`config.mk`:
```
export PLATFORM = sky130hd
export DESIGN_NAME = edp_smoother
export DESIGN_NICKNAME = d
export VERILOG_FILES = /design/src/rtl/edp_pkg.sv /design/src/rtl/edp_delay.sv /design/src/rtl/edp_weight.sv /design/src/rtl/edp_mac.sv /design/src/rtl/edp_div.sv /design/src/rtl/edp_smoother.sv
export SDC_FILE = /design/constraint.sdc
export NUM_CORES = 2
export LEC_CHECK = 0
export BUFFER_PORTS_ARGS = -buffer_cell sky130_fd_sc_hd__buf_2
export CAP_MARGIN = 30
export CELL_PAD_IN_SITES_DETAIL_PLACEMENT = 2
export CELL_PAD_IN_SITES_GLOBAL_PLACEMENT = 2
export CORE_MARGIN = 2
export CORE_UTILIZATION = 30
export DETAILED_ROUTE_END_ITERATION = 7
export PLACE_DENSITY_LB_ADDON = 0.1
export SLEW_MARGIN = 20
export SYNTH_ARGS = -nofsm -noshare
export SYNTH_HDL_FRONTEND = slang
export SYNTH_HIERARCHICAL = 1
export SYNTH_SLANG_ARGS = --single-unit
```
`constraint.sdc`:
```
create_clock -name clk -period 74.3 [get_ports clk]
set_input_delay 7.43 -clock clk [delete_from_list [all_inputs] [get_ports clk]]
set_output_delay 7.43 -clock clk [all_outputs]
set_load 0.05 [all_outputs]
```
`src/rtl/edp_pkg.sv`:
```
package edp_pkg;

  // Default geometry of the smoother
  localparam int unsigned EDP_PIX_W     = 8;
  localparam int unsigned EDP_TAPS      = 9;
  localparam int unsigned EDP_SQUARINGS = 3;  // weight = base^(2^EDP_SQUARINGS)
  localparam int unsigned EDP_DIV_STEP  = 2;  // quotient bits per divider stage
  localparam int unsigned EDP_GRP       = 3;  // taps per partial-sum group

  // Selection made by the output stage
  typedef enum logic [1:0] {
    SEL_CENTRE = 2'd0,
    SEL_QUOT   = 2'd1,
    SEL_SAT    = 2'd2
  } edp_sel_e;

endpackage

```
`src/rtl/edp_delay.sv`:
```
module edp_delay #(
  parameter int unsigned WIDTH = 9,
  parameter int unsigned DEPTH = 11
) (
  input  logic             clk,
  input  logic             rst_n,
  input  logic [WIDTH-1:0] d_i,
  output logic [WIDTH-1:0] d_o
);

  logic [DEPTH-1:0][WIDTH-1:0] sh_nx;
  logic [DEPTH-1:0][WIDTH-1:0] sh_q;

  always_comb begin
    sh_nx[0] = d_i;
    for (int i = 1; i < int'(DEPTH); i++) begin
      sh_nx[i] = sh_q[i-1];
    end
  end

  always_ff @(posedge clk or negedge rst_n) begin
    if (!rst_n) begin
      sh_q <= '0;
    end else begin
      sh_q <= sh_nx;
    end
  end

  assign d_o = sh_q[DEPTH-1];

endmodule

```
`src/rtl/edp_weight.sv`:
```
module edp_weight #(
  parameter int unsigned PIX_W     = 8,
  parameter int unsigned TAPS      = 9,
  parameter int unsigned SQUARINGS = 3
) (
  input  logic                        clk,
  input  logic                        rst_n,
  input  logic [TAPS-1:0][PIX_W-1:0]  pix_i,
  output logic [TAPS-1:0][PIX_W-1:0]  w_o,
  output logic [TAPS-1:0][PIX_W-1:0]  pix_o
);

  localparam int unsigned        CTR  = TAPS / 2;
  localparam logic [PIX_W-1:0]   FULL = '1;

  // Stage 1: absolute intensity distance to the centre
  logic [TAPS-1:0][PIX_W-1:0] dist_nx;
  logic [TAPS-1:0][PIX_W-1:0] dist_q;
  logic [TAPS-1:0][PIX_W-1:0] pix_q;

  always_comb begin
    for (int t = 0; t < int'(TAPS); t++) begin
      if (pix_i[t] >= pix_i[CTR]) begin
        dist_nx[t] = pix_i[t] - pix_i[CTR];
      end else begin
        dist_nx[t] = pix_i[CTR] - pix_i[t];
      end
    end
  end

  always_ff @(posedge clk or negedge rst_n) begin
    if (!rst_n) begin
      dist_q <= '0;
      pix_q  <= '0;
    end else begin
      dist_q <= dist_nx;
      pix_q  <= pix_i;
    end
  end

  // Stages 2..SQUARINGS+1: repeated squaring keeping the upper half
  for (genvar k = 0; k < int'(SQUARINGS); k++) begin : g_sq
    logic [TAPS-1:0][PIX_W-1:0] base;
    logic [TAPS-1:0][PIX_W-1:0] sq_nx;
    logic [TAPS-1:0][PIX_W-1:0] sq_q;
    logic [TAPS-1:0][PIX_W-1:0] pd_q;

    if (k == 0) begin : g_first
      always_comb begin
        for (int t = 0; t < int'(TAPS); t++) begin
          base[t] = FULL - dist_q[t];
        end
      end
      always_ff @(posedge clk or negedge rst_n) begin
        if (!rst_n) pd_q <= '0;
        else        pd_q <= pix_q;
      end
    end else begin : g_next
      always_comb base = g_sq[k-1].sq_q;
      always_ff @(posedge clk or negedge rst_n) begin
        if (!rst_n) pd_q <= '0;
        else        pd_q <= g_sq[k-1].pd_q;
      end
    end

    always_comb begin
      logic [2*PIX_W-1:0] prod;
      for (int t = 0; t < int'(TAPS); t++) begin
        prod     = {{PIX_W{1'b0}}, base[t]} * {{PIX_W{1'b0}}, base[t]};
        sq_nx[t] = prod[2*PIX_W-1:PIX_W];
      end
    end

    always_ff @(posedge clk or negedge rst_n) begin
      if (!rst_n) sq_q <= '0;
      else        sq_q <= sq_nx;
    end
  end

  assign w_o   = g_sq[SQUARINGS-1].sq_q;
  assign pix_o = g_sq[SQUARINGS-1].pd_q;

endmodule

```
`src/rtl/edp_mac.sv`:
```
module edp_mac #(
  parameter int unsigned PIX_W = 8,
  parameter int unsigned TAPS  = 9,
  parameter int unsigned GRP   = 3
) (
  input  logic                                   clk,
  input  logic                                   rst_n,
  input  logic [TAPS-1:0][PIX_W-1:0]             pix_i,
  input  logic [TAPS-1:0][PIX_W-1:0]             w_i,
  output logic [2*PIX_W+$clog2(TAPS)-1:0]        num_o,
  output logic [PIX_W+$clog2(TAPS)-1:0]          den_o
);

  localparam int unsigned LOGT  = $clog2(TAPS);
  localparam int unsigned NUM_W = 2*PIX_W + LOGT;
  localparam int unsigned DEN_W = PIX_W + LOGT;
  localparam int unsigned NGRP  = (TAPS + GRP - 1) / GRP;

  // Stage A: full-width products
  logic [TAPS-1:0][2*PIX_W-1:0] prod_nx, prod_q;
  logic [TAPS-1:0][PIX_W-1:0]   w_q;

  always_comb begin
    for (int t = 0; t < int'(TAPS); t++) begin
      prod_nx[t] = {{PIX_W{1'b0}}, pix_i[t]} * {{PIX_W{1'b0}}, w_i[t]};
    end
  end

  always_ff @(posedge clk or negedge rst_n) begin
    if (!rst_n) begin
      prod_q <= '0;
      w_q    <= '0;
    end else begin
      prod_q <= prod_nx;
      w_q    <= w_i;
    end
  end

  // Stage B: partial sums per group
  logic [NGRP-1:0][NUM_W-1:0] pnum_nx, pnum_q;
  logic [NGRP-1:0][DEN_W-1:0] pden_nx, pden_q;

  always_comb begin
    pnum_nx = '0;
    pden_nx = '0;
    for (int t = 0; t < int'(TAPS); t++) begin
      pnum_nx[t/int'(GRP)] = pnum_nx[t/int'(GRP)] + NUM_W'(prod_q[t]);
      pden_nx[t/int'(GRP)] = pden_nx[t/int'(GRP)] + DEN_W'(w_q[t]);
    end
  end

  always_ff @(posedge clk or negedge rst_n) begin
    if (!rst_n) begin
      pnum_q <= '0;
      pden_q <= '0;
    end else begin
      pnum_q <= pnum_nx;
      pden_q <= pden_nx;
    end
  end

  // Stage C: final sums
  logic [NUM_W-1:0] num_nx, num_q;
  logic [DEN_W-1:0] den_nx, den_q;

  always_comb begin
    num_nx = '0;
    den_nx = '0;
    for (int g = 0; g < int'(NGRP); g++) begin
      num_nx = num_nx + pnum_q[g];
      den_nx = den_nx + pden_q[g];
    end
  end

  always_ff @(posedge clk or negedge rst_n) begin
    if (!rst_n) begin
      num_q <= '0;
      den_q <= '0;
    end else begin
      num_q <= num_nx;
      den_q <= den_nx;
    end
  end

  assign num_o = num_q;
  assign den_o = den_q;

endmodule

```
`src/rtl/edp_div.sv`:
```
module edp_div #(
  parameter int unsigned PIX_W = 8,
  parameter int unsigned TAPS  = 9,
  parameter int unsigned STEP  = 2
) (
  input  logic                              clk,
  input  logic                              rst_n,
  input  logic [2*PIX_W+$clog2(TAPS)-1:0]   num_i,
  input  logic [PIX_W+$clog2(TAPS)-1:0]     den_i,
  output logic [PIX_W-1:0]                  quo_o,
  output logic                              ovf_o,
  output logic                              zero_o
);

  localparam int unsigned LOGT  = $clog2(TAPS);
  localparam int unsigned NUM_W = 2*PIX_W + LOGT;
  localparam int unsigned DEN_W = PIX_W + LOGT;
  localparam int unsigned NSTG  = PIX_W / STEP;

  for (genvar s = 0; s < int'(NSTG); s++) begin : g_st
    logic [DEN_W-1:0] r_in, r_nx, r_q, d_in, d_q;
    logic [PIX_W-1:0] l_in, l_nx, l_q, q_in, q_nx, q_q;
    logic             ovf_in, ovf_q, z_in, z_q;

    if (s == 0) begin : g_entry
      always_comb begin
        r_in   = num_i[NUM_W-1:PIX_W];
        l_in   = num_i[PIX_W-1:0];
        q_in   = '0;
        d_in   = den_i;
        ovf_in = (num_i[NUM_W-1:PIX_W] >= den_i);
        z_in   = (den_i == '0);
      end
    end else begin : g_chain
      always_comb begin
        r_in   = g_st[s-1].r_q;
        l_in   = g_st[s-1].l_q;
        q_in   = g_st[s-1].q_q;
        d_in   = g_st[s-1].d_q;
        ovf_in = g_st[s-1].ovf_q;
        z_in   = g_st[s-1].z_q;
      end
    end

    // STEP restoring iterations
    always_comb begin
      logic [DEN_W:0]   trial;
      logic [DEN_W-1:0] r;
      logic [PIX_W-1:0] l;
      logic [PIX_W-1:0] q;
      r = r_in;
      l = l_in;
      q = q_in;
      for (int i = 0; i < int'(STEP); i++) begin
        trial = {r, l[PIX_W-1]};
        l     = {l[PIX_W-2:0], 1'b0};
        if (trial >= {1'b0, d_in}) begin
          trial = trial - {1'b0, d_in};
          q     = {q[PIX_W-2:0], 1'b1};
        end else begin
          q     = {q[PIX_W-2:0], 1'b0};
        end
        r = trial[DEN_W-1:0];
      end
      r_nx = r;
      l_nx = l;
      q_nx = q;
    end

    always_ff @(posedge clk or negedge rst_n) begin
      if (!rst_n) begin
        r_q   <= '0;
        l_q   <= '0;
        q_q   <= '0;
        d_q   <= '0;
        ovf_q <= 1'b0;
        z_q   <= 1'b0;
      end else begin
        r_q   <= r_nx;
        l_q   <= l_nx;
        q_q   <= q_nx;
        d_q   <= d_in;
        ovf_q <= ovf_in;
        z_q   <= z_in;
      end
    end
  end

  assign quo_o  = g_st[NSTG-1].q_q;
  assign ovf_o  = g_st[NSTG-1].ovf_q;
  assign zero_o = g_st[NSTG-1].z_q;

endmodule

```
`src/rtl/edp_smoother.sv`:
```
module edp_smoother
  import edp_pkg::*;
#(
  parameter int unsigned PIX_W     = EDP_PIX_W,
  parameter int unsigned TAPS      = EDP_TAPS,
  parameter int unsigned SQUARINGS = EDP_SQUARINGS,
  parameter int unsigned DIV_STEP  = EDP_DIV_STEP,
  parameter int unsigned GRP       = EDP_GRP
) (
  input  logic                    clk,
  input  logic                    rst_n,
  input  logic [TAPS*PIX_W-1:0]   win_i,
  input  logic                    edge_i,
  output logic [PIX_W-1:0]        pix_o
);

  localparam int unsigned LOGT     = $clog2(TAPS);
  localparam int unsigned NUM_W    = 2*PIX_W + LOGT;
  localparam int unsigned DEN_W    = PIX_W + LOGT;
  localparam int unsigned CTR      = TAPS / 2;
  localparam int unsigned W_LAT    = 1 + SQUARINGS;
  localparam int unsigned MAC_LAT  = 3;
  localparam int unsigned DIV_LAT  = PIX_W / DIV_STEP;
  localparam int unsigned LAT      = W_LAT + MAC_LAT + DIV_LAT + 1;
  localparam int unsigned SIDE_DLY = LAT - 1;

  // Reset: asserted asynchronously, released on the clock
  logic rst_meta_q, rst_sync_n;

  always_ff @(posedge clk or negedge rst_n) begin
    if (!rst_n) begin
      rst_meta_q <= 1'b0;
      rst_sync_n <= 1'b0;
    end else begin
      rst_meta_q <= 1'b1;
      rst_sync_n <= rst_meta_q;
    end
  end

  logic [TAPS-1:0][PIX_W-1:0] taps;
  assign taps = win_i;

  // Weight generation
  logic [TAPS-1:0][PIX_W-1:0] w_s, pix_s;

  edp_weight #(.PIX_W(PIX_W), .TAPS(TAPS), .SQUARINGS(SQUARINGS)) u_weight (
    .clk   (clk),
    .rst_n (rst_sync_n),
    .pix_i (taps),
    .w_o   (w_s),
    .pix_o (pix_s)
  );

  // Weighted sums
  logic [NUM_W-1:0] num_s;
  logic [DEN_W-1:0] den_s;

  edp_mac #(.PIX_W(PIX_W), .TAPS(TAPS), .GRP(GRP)) u_mac (
    .clk   (clk),
    .rst_n (rst_sync_n),
    .pix_i (pix_s),
    .w_i   (w_s),
    .num_o (num_s),
    .den_o (den_s)
  );

  // Normalisation
  logic [PIX_W-1:0] quo_s;
  logic             ovf_s, zero_s;

  edp_div #(.PIX_W(PIX_W), .TAPS(TAPS), .STEP(DIV_STEP)) u_div (
    .clk    (clk),
    .rst_n  (rst_sync_n),
    .num_i  (num_s),
    .den_i  (den_s),
    .quo_o  (quo_s),
    .ovf_o  (ovf_s),
    .zero_o (zero_s)
  );

  // Edge flag and centre pixel travel alongside the datapath
  logic [PIX_W:0] side_s;
  logic           side_edge;
  logic [PIX_W-1:0] side_ctr;

  edp_delay #(.WIDTH(PIX_W+1), .DEPTH(SIDE_DLY)) u_side (
    .clk   (clk),
    .rst_n (rst_sync_n),
    .d_i   ({edge_i, taps[CTR]}),
    .d_o   (side_s)
  );

  assign side_edge = side_s[PIX_W];
  assign side_ctr  = side_s[PIX_W-1:0];

  // Output stage
  edp_sel_e         sel;
  logic [PIX_W-1:0] pix_nx, pix_q;

  always_comb begin
    if (!side_edge || zero_s) begin
      sel = SEL_CENTRE;
    end else if (ovf_s) begin
      sel = SEL_SAT;
    end else begin
      sel = SEL_QUOT;
    end
    case (sel)
      SEL_QUOT: pix_nx = quo_s;
      SEL_SAT:  pix_nx = '1;
      default:  pix_nx = side_ctr;
    endcase
  end

  always_ff @(posedge clk or negedge rst_sync_n) begin
    if (!rst_sync_n) begin
      pix_q <= '0;
    end else begin
      pix_q <= pix_nx;
    end
  end

  assign pix_o = pix_q;

endmodule

```
Word-level counts from Yosys, hierarchy flattened
Cells that the tools add are included.
W data, S select, Z words.
{"block": "totals", "reg_bits": 1141, "latch_bits": 0, "mem_bits_rw": 0, "mem_bits_ro": 0, "inputBits": 75, "output_inout_bits": 8, "wordCells": 266, "memories": 0}
{"block": "classes", "add_sub_neg": 49, "multipliers": 36, "div_mod_pow": 0, "order_cmp": 17, "eq_ne": 2, "shift": 0, "muxes": 26, "n_bitwise": 0, "n_reduce_logical": 3}
{"operator": "$mul A8 B8 Y16", "count": 36}
{"operator": "$sub A8 B8 Y8", "count": 17}
{"operator": "$ge A13 B12 Y1", "count": 8}
{"operator": "$mux W12", "count": 7}
{"operator": "$sub A12 B12 Y12", "count": 7}
{"operator": "$sub A8 B8 Y8 const A", "count": 9}
{"operator": "$ge A8 B8 Y1", "count": 8}
{"operator": "$mux W8", "count": 8}
{"operator": "$add A20 B16 Y20", "count": 3}
{"operator": "$add A16 B16 Y17", "count": 3}
{"operator": "$add A20 B20 Y20", "count": 2}
{"operator": "$add A12 B8 Y12", "count": 3}
{"operator": "$add A8 B8 Y9", "count": 3}
{"operator": "$add A12 B12 Y12", "count": 2}
{"operator": "$pmux W8 S2", "count": 1}
{"operator": "$ge A12 B12 Y1", "count": 1}
{"operator": "$logic_not A12 Y1", "count": 1}
{"operator": "$mux W1", "count": 8}
{"operator": "$mux W2", "count": 2}
{"operator": "$eq A2 B1 Y1 const B", "count": 1}
{"operator": "$eq A2 B2 Y1 const B", "count": 1}
{"operator": "$logic_not A1 Y1", "count": 1}
{"operator": "$logic_or A1 B1 Y1", "count": 1}

Longest topological paths before layout
{"block": "logic_depth", "word_depth": 5, "ltp_mapped": 19, "ltp_nobuf": 18}

Cells and area by module
Netlist, hierarchy kept.
{"mod": "edp_weight", "n_inst": 1, "cells_per_inst": 5715, "area_each_um2": 57704.1, "seq_area_each_um2": 14213.6}
{"mod": "edp_mac", "n_inst": 1, "cells_per_inst": 3261, "area_each_um2": 33420.8, "seq_area_each_um2": 8308.0}
{"mod": "edp_div", "n_inst": 1, "cells_per_inst": 819, "area_each_um2": 8291.7, "seq_area_each_um2": 2802.7}
{"mod": "edp_delay", "n_inst": 1, "cells_per_inst": 99, "area_each_um2": 2477.4, "seq_area_each_um2": 2477.4}
{"mod": "edp_smoother", "n_inst": 1, "cells_per_inst": 38, "area_each_um2": 424.2, "seq_area_each_um2": 250.2}

Worst setup path after synthesis
No wires, ideal clock.
{"block": "synth_path", "path_type": "input to register", "startpoint": "input win_i[33]", "endpoint": "register u_weight/dist_q[66] (netlist name)", "setup_time_ns": 0.128, "arrival_ns": 9.146, "required_time_ns": 74.172, "path_slack_ns": 65.026, "stages": 7, "path_buffers": 0, "cell_sequence": "inv_1 > ha_1 > and4_1 > nor4_1 > o21ai_2 > mux2i_1 > xor2_1"}
{"element": "from (decl)", "line": "edp_smoother.sv:12", "rtl": "input logic [TAPS*PIX_W-1:0] win_i,"}
{"element": "to (signal assigned)", "line": "edp_weight.sv:36", "rtl": "dist_q <= dist_nx;"}
{"element": "to (decl)", "line": "edp_weight.sv:18", "rtl": "logic [TAPS-1:0][PIX_W-1:0] dist_q;"}

==> flow_metrics.tcl <==
set metrics [dict create \
    run_status "completed" \
    worst-endpoint-required_ns 75.03 \
    finish.utilization_pct 33.6 \
    vias_per_cell 4.57 \
    clock.fmax_mhz 103 \
    clk-insertion-delay-late_ns 0.86 \
    cts_max_path_buffers 4 \
    crit_path_start_kind "input port" \
    synth.yosys.seq_area_share_pct 27.4 \
    max_slew.worst_pin.slew_ns 0.919 \
    floorplan.initialDensity_pct 30.1 \
    regToRegStartpoint "u_div/g_st[0].d_q[1]" \
    synth_ff_type "sky130_fd_sc_hd__dfrtp_1" \
    drt-initial-drc-count 2035 \
    timing.critical_path.to_type "register" \
    grt_antenna_before_repair 31 \
    worstPathMaxFanout 11 \
    layout-drive-gt1-share_pct 5.58 \
    drt-pass1-iter-count 5 \
    die_w_um 588 \
    buffer_ports.inserted 82 \
    finalWirelength_mm 275 \
    cts.sinks 1121 \
    cp.arrival_ns 10.49 \
    drt-wirelength-per-cell_um 18.5 \
    fillerInstances 36712 \
    grt_remaining_overflow 0 \
    ys_ff_latch 1121 \
    gp_congestion 0.778 \
    area_delta_synth_final_pct 11.5 \
    dp_hpwl_mm 222 \
    grt_max_degree 158 \
    timing.clock.skew_ns 0.0688 \
    syn-cell-area_um2 102000 \
    sequential_cell_area_um2 28100 \
    worst_hold_path_type "register to asynchronous set/reset pin" \
    finalSetupViolations 0 \
    grt_usage_pct 16.2 \
    root_buffer "sky130_fd_sc_hd__clkbuf_16" \
    via_count_of_the_first_global_routing_pass 80017 \
    fin_crit_sh_pct 13.1 \
    cts_buffers 157 \
    setup-tns-final_ns 0 \
    grt_pass1_wl_mm 448 \
    resized_gates_after_cts 0 \
    cts_tree "done" \
    floorplan.rows 214 \
    ant_nets 0 \
    instances_no_fill 14863 \
    layout.cells.most_common "sky130_fd_sc_hd__inv_1" \
    drt_drc_violations_left 0 \
    criticalPathCategory "input port to register" \
    cts_setup_buffers 0 \
    final_max_slew_viol_count 0 \
    critical_path.reg2reg.endpoint "u_div/g_st[1].r_q[4]" \
    hold_buffers 0 \
    async_flop_share_pct 100 \
    syn-mean-instance-area_um2 10.3 \
    placeableCoreArea_um2 340000 \
    place.detailed.instances 14559 \
    maxCapViolations 0 \
    hold_viol 0 \
    finish.net_count 12778 \
    cts-htree-levels 4 \
    slew-limit-headroom_pct 38.7 \
    cts.clk_slew.worst_paths_ns 0.06 \
    layout_min_cycle_time_ns 9.75 \
    layout_common_cells "sky130_fd_sc_hd__inv_1, sky130_fd_sc_hd__ha_1, sky130_fd_sc_hd__dfrtp_1, sky130_fd_sc_hd__fa_1, sky130_fd_sc_hd__and2_1" \
    num_vias 67981 \
    multi_input_gate_area_um2 67300 \
    post_synth_edffs 0 \
    num_io_pins 83 \
    design.die.area_um2 346000 \
    synthesis.instances 9932 \
    r2r.worst_path.cells 16 \
    rsz0062_at_grt "false" \
    die_h_um 588 \
    synthDistinctLibCells 105 \
    ys_warn_count 6 \
    rrSetupSlack_ns 68.71 \
]
==> cell type report <==
cell class,count,area share [%]
flip-flops and latches,1121,24.6
inverters,1814,5.97
clock inverters,85,1.02
multi-input cells,6974,59.0
repair buffers,118,0.693
well taps,4536,4.97
clock buffers,197,3.76
diodes,18,0.0395
==> per-stage QoR <==
stage                     hold slack [ns]  setup WS, ns  cell area, um^2
final                               0.326         64.55           114000
after floorplan                     0.331         40.74           103000
after detailed placement            0.336         63.74           108000
after global placement              0.332         63.83           108000
after global routing                0.334         64.42           114000
after CTS                           0.334         64.63           114000
==> Yosys cell counts (54+ instances only) <==
cell type	n	area, um^2
sky130_fd_sc_hd__a21o_1	154	1160
sky130_fd_sc_hd__a21oi_1	362	1810
sky130_fd_sc_hd__and2_1	784	4900
sky130_fd_sc_hd__clkbuf_1	72	270
sky130_fd_sc_hd__dfrtp_1	1121	28100
sky130_fd_sc_hd__fa_1	1061	21200
sky130_fd_sc_hd__ha_1	1456	18200
sky130_fd_sc_hd__inv_1	1814	6810
sky130_fd_sc_hd__mux2i_1	99	991
sky130_fd_sc_hd__nand2_1	431	1620
sky130_fd_sc_hd__nand2b_1	106	663
sky130_fd_sc_hd__nand3_1	54	270
sky130_fd_sc_hd__nor2_1	545	2050
sky130_fd_sc_hd__nor2b_1	116	726
sky130_fd_sc_hd__nor3_1	127	636
sky130_fd_sc_hd__o21a_1	88	661
sky130_fd_sc_hd__o21ai_0	206	1030
sky130_fd_sc_hd__o21bai_1	59	443
sky130_fd_sc_hd__or2_2	69	432
sky130_fd_sc_hd__xnor2_1	419	3670
sky130_fd_sc_hd__xor2_1	192	1680
==> per-layer routing <==
metal  part of all wire (%)  GRT usage (%)  wire length (um)
met1                     47           21.6            129000
met2                     49           28.2            133000
met3                    2.3           1.71              6360
met4                    2.0           3.42              5370
met5                 0.0095              0                26
==> flip-flops by register name, indices dropped and copies added, names as in the netlist, 54 cells and up <==
signal / cells
u_weight/w_o: 72
u_weight/g_sq.pd_q: 144
u_weight/pix_q: 72
u_mac/pnum_q: 54
u_weight/g_sq.sq_q: 144
u_side/sh_nx: 90
u_weight/dist_q: 64
u_mac/prod_q: 144
u_weight/pix_o: 72
u_mac/w_q: 72
==> kinds of logic (layout without fill, tap and decap cells) <==
logic type	after synthesis	count (layout)	share of synthesized area [%]
AND/OR/NAND/NOR	2410	2410	12.3
AO/OA/AOI/OAI	1196	1196	7.64
buffers and inverters	1908	2214	7.10
flip-flops	1121	1121	27.4
adder cells (fa/ha/maj)	2517	2517	38.6
XOR/XNOR	611	611	5.23
multiplexers	166	166	1.76
other	3	92	0.0110
==> worst max-delay path by stage <==
stage,start,to,slack (ns),depth (start not counted)
finish,win_i[34],u_weight/dist_q[50],64.55,12
global route,win_i[34],u_weight/dist_q[46],64.42,12
CTS,win_i[34],u_weight/dist_q[50],64.63,12
detailed placement,win_i[34],u_weight/dist_q[50],63.74,12
global placement,win_i[34],u_weight/dist_q[50],63.83,12
floorplan,rst_sync_n,pix_o[0],40.74,0
==> worst max-delay path, cell delays in order <==
cell	delay [ns]
sky130_fd_sc_hd__buf_2	0.09
sky130_fd_sc_hd__buf_4	0.43
sky130_fd_sc_hd__inv_1	0.09
sky130_fd_sc_hd__buf_4	0.26
sky130_fd_sc_hd__ha_1	0.48
sky130_fd_sc_hd__nor2b_1	0.17
sky130_fd_sc_hd__o21ai_0	0.20
sky130_fd_sc_hd__nand2b_1	0.13
sky130_fd_sc_hd__nor4_1	0.38
sky130_fd_sc_hd__o21ai_2	0.27
sky130_fd_sc_hd__mux2i_1	0.26
sky130_fd_sc_hd__xor2_1	0.18
Power is left out: the tool's default activity adds up to more than one toggle a clock period on the data nets, which glitch-free logic cannot reach.
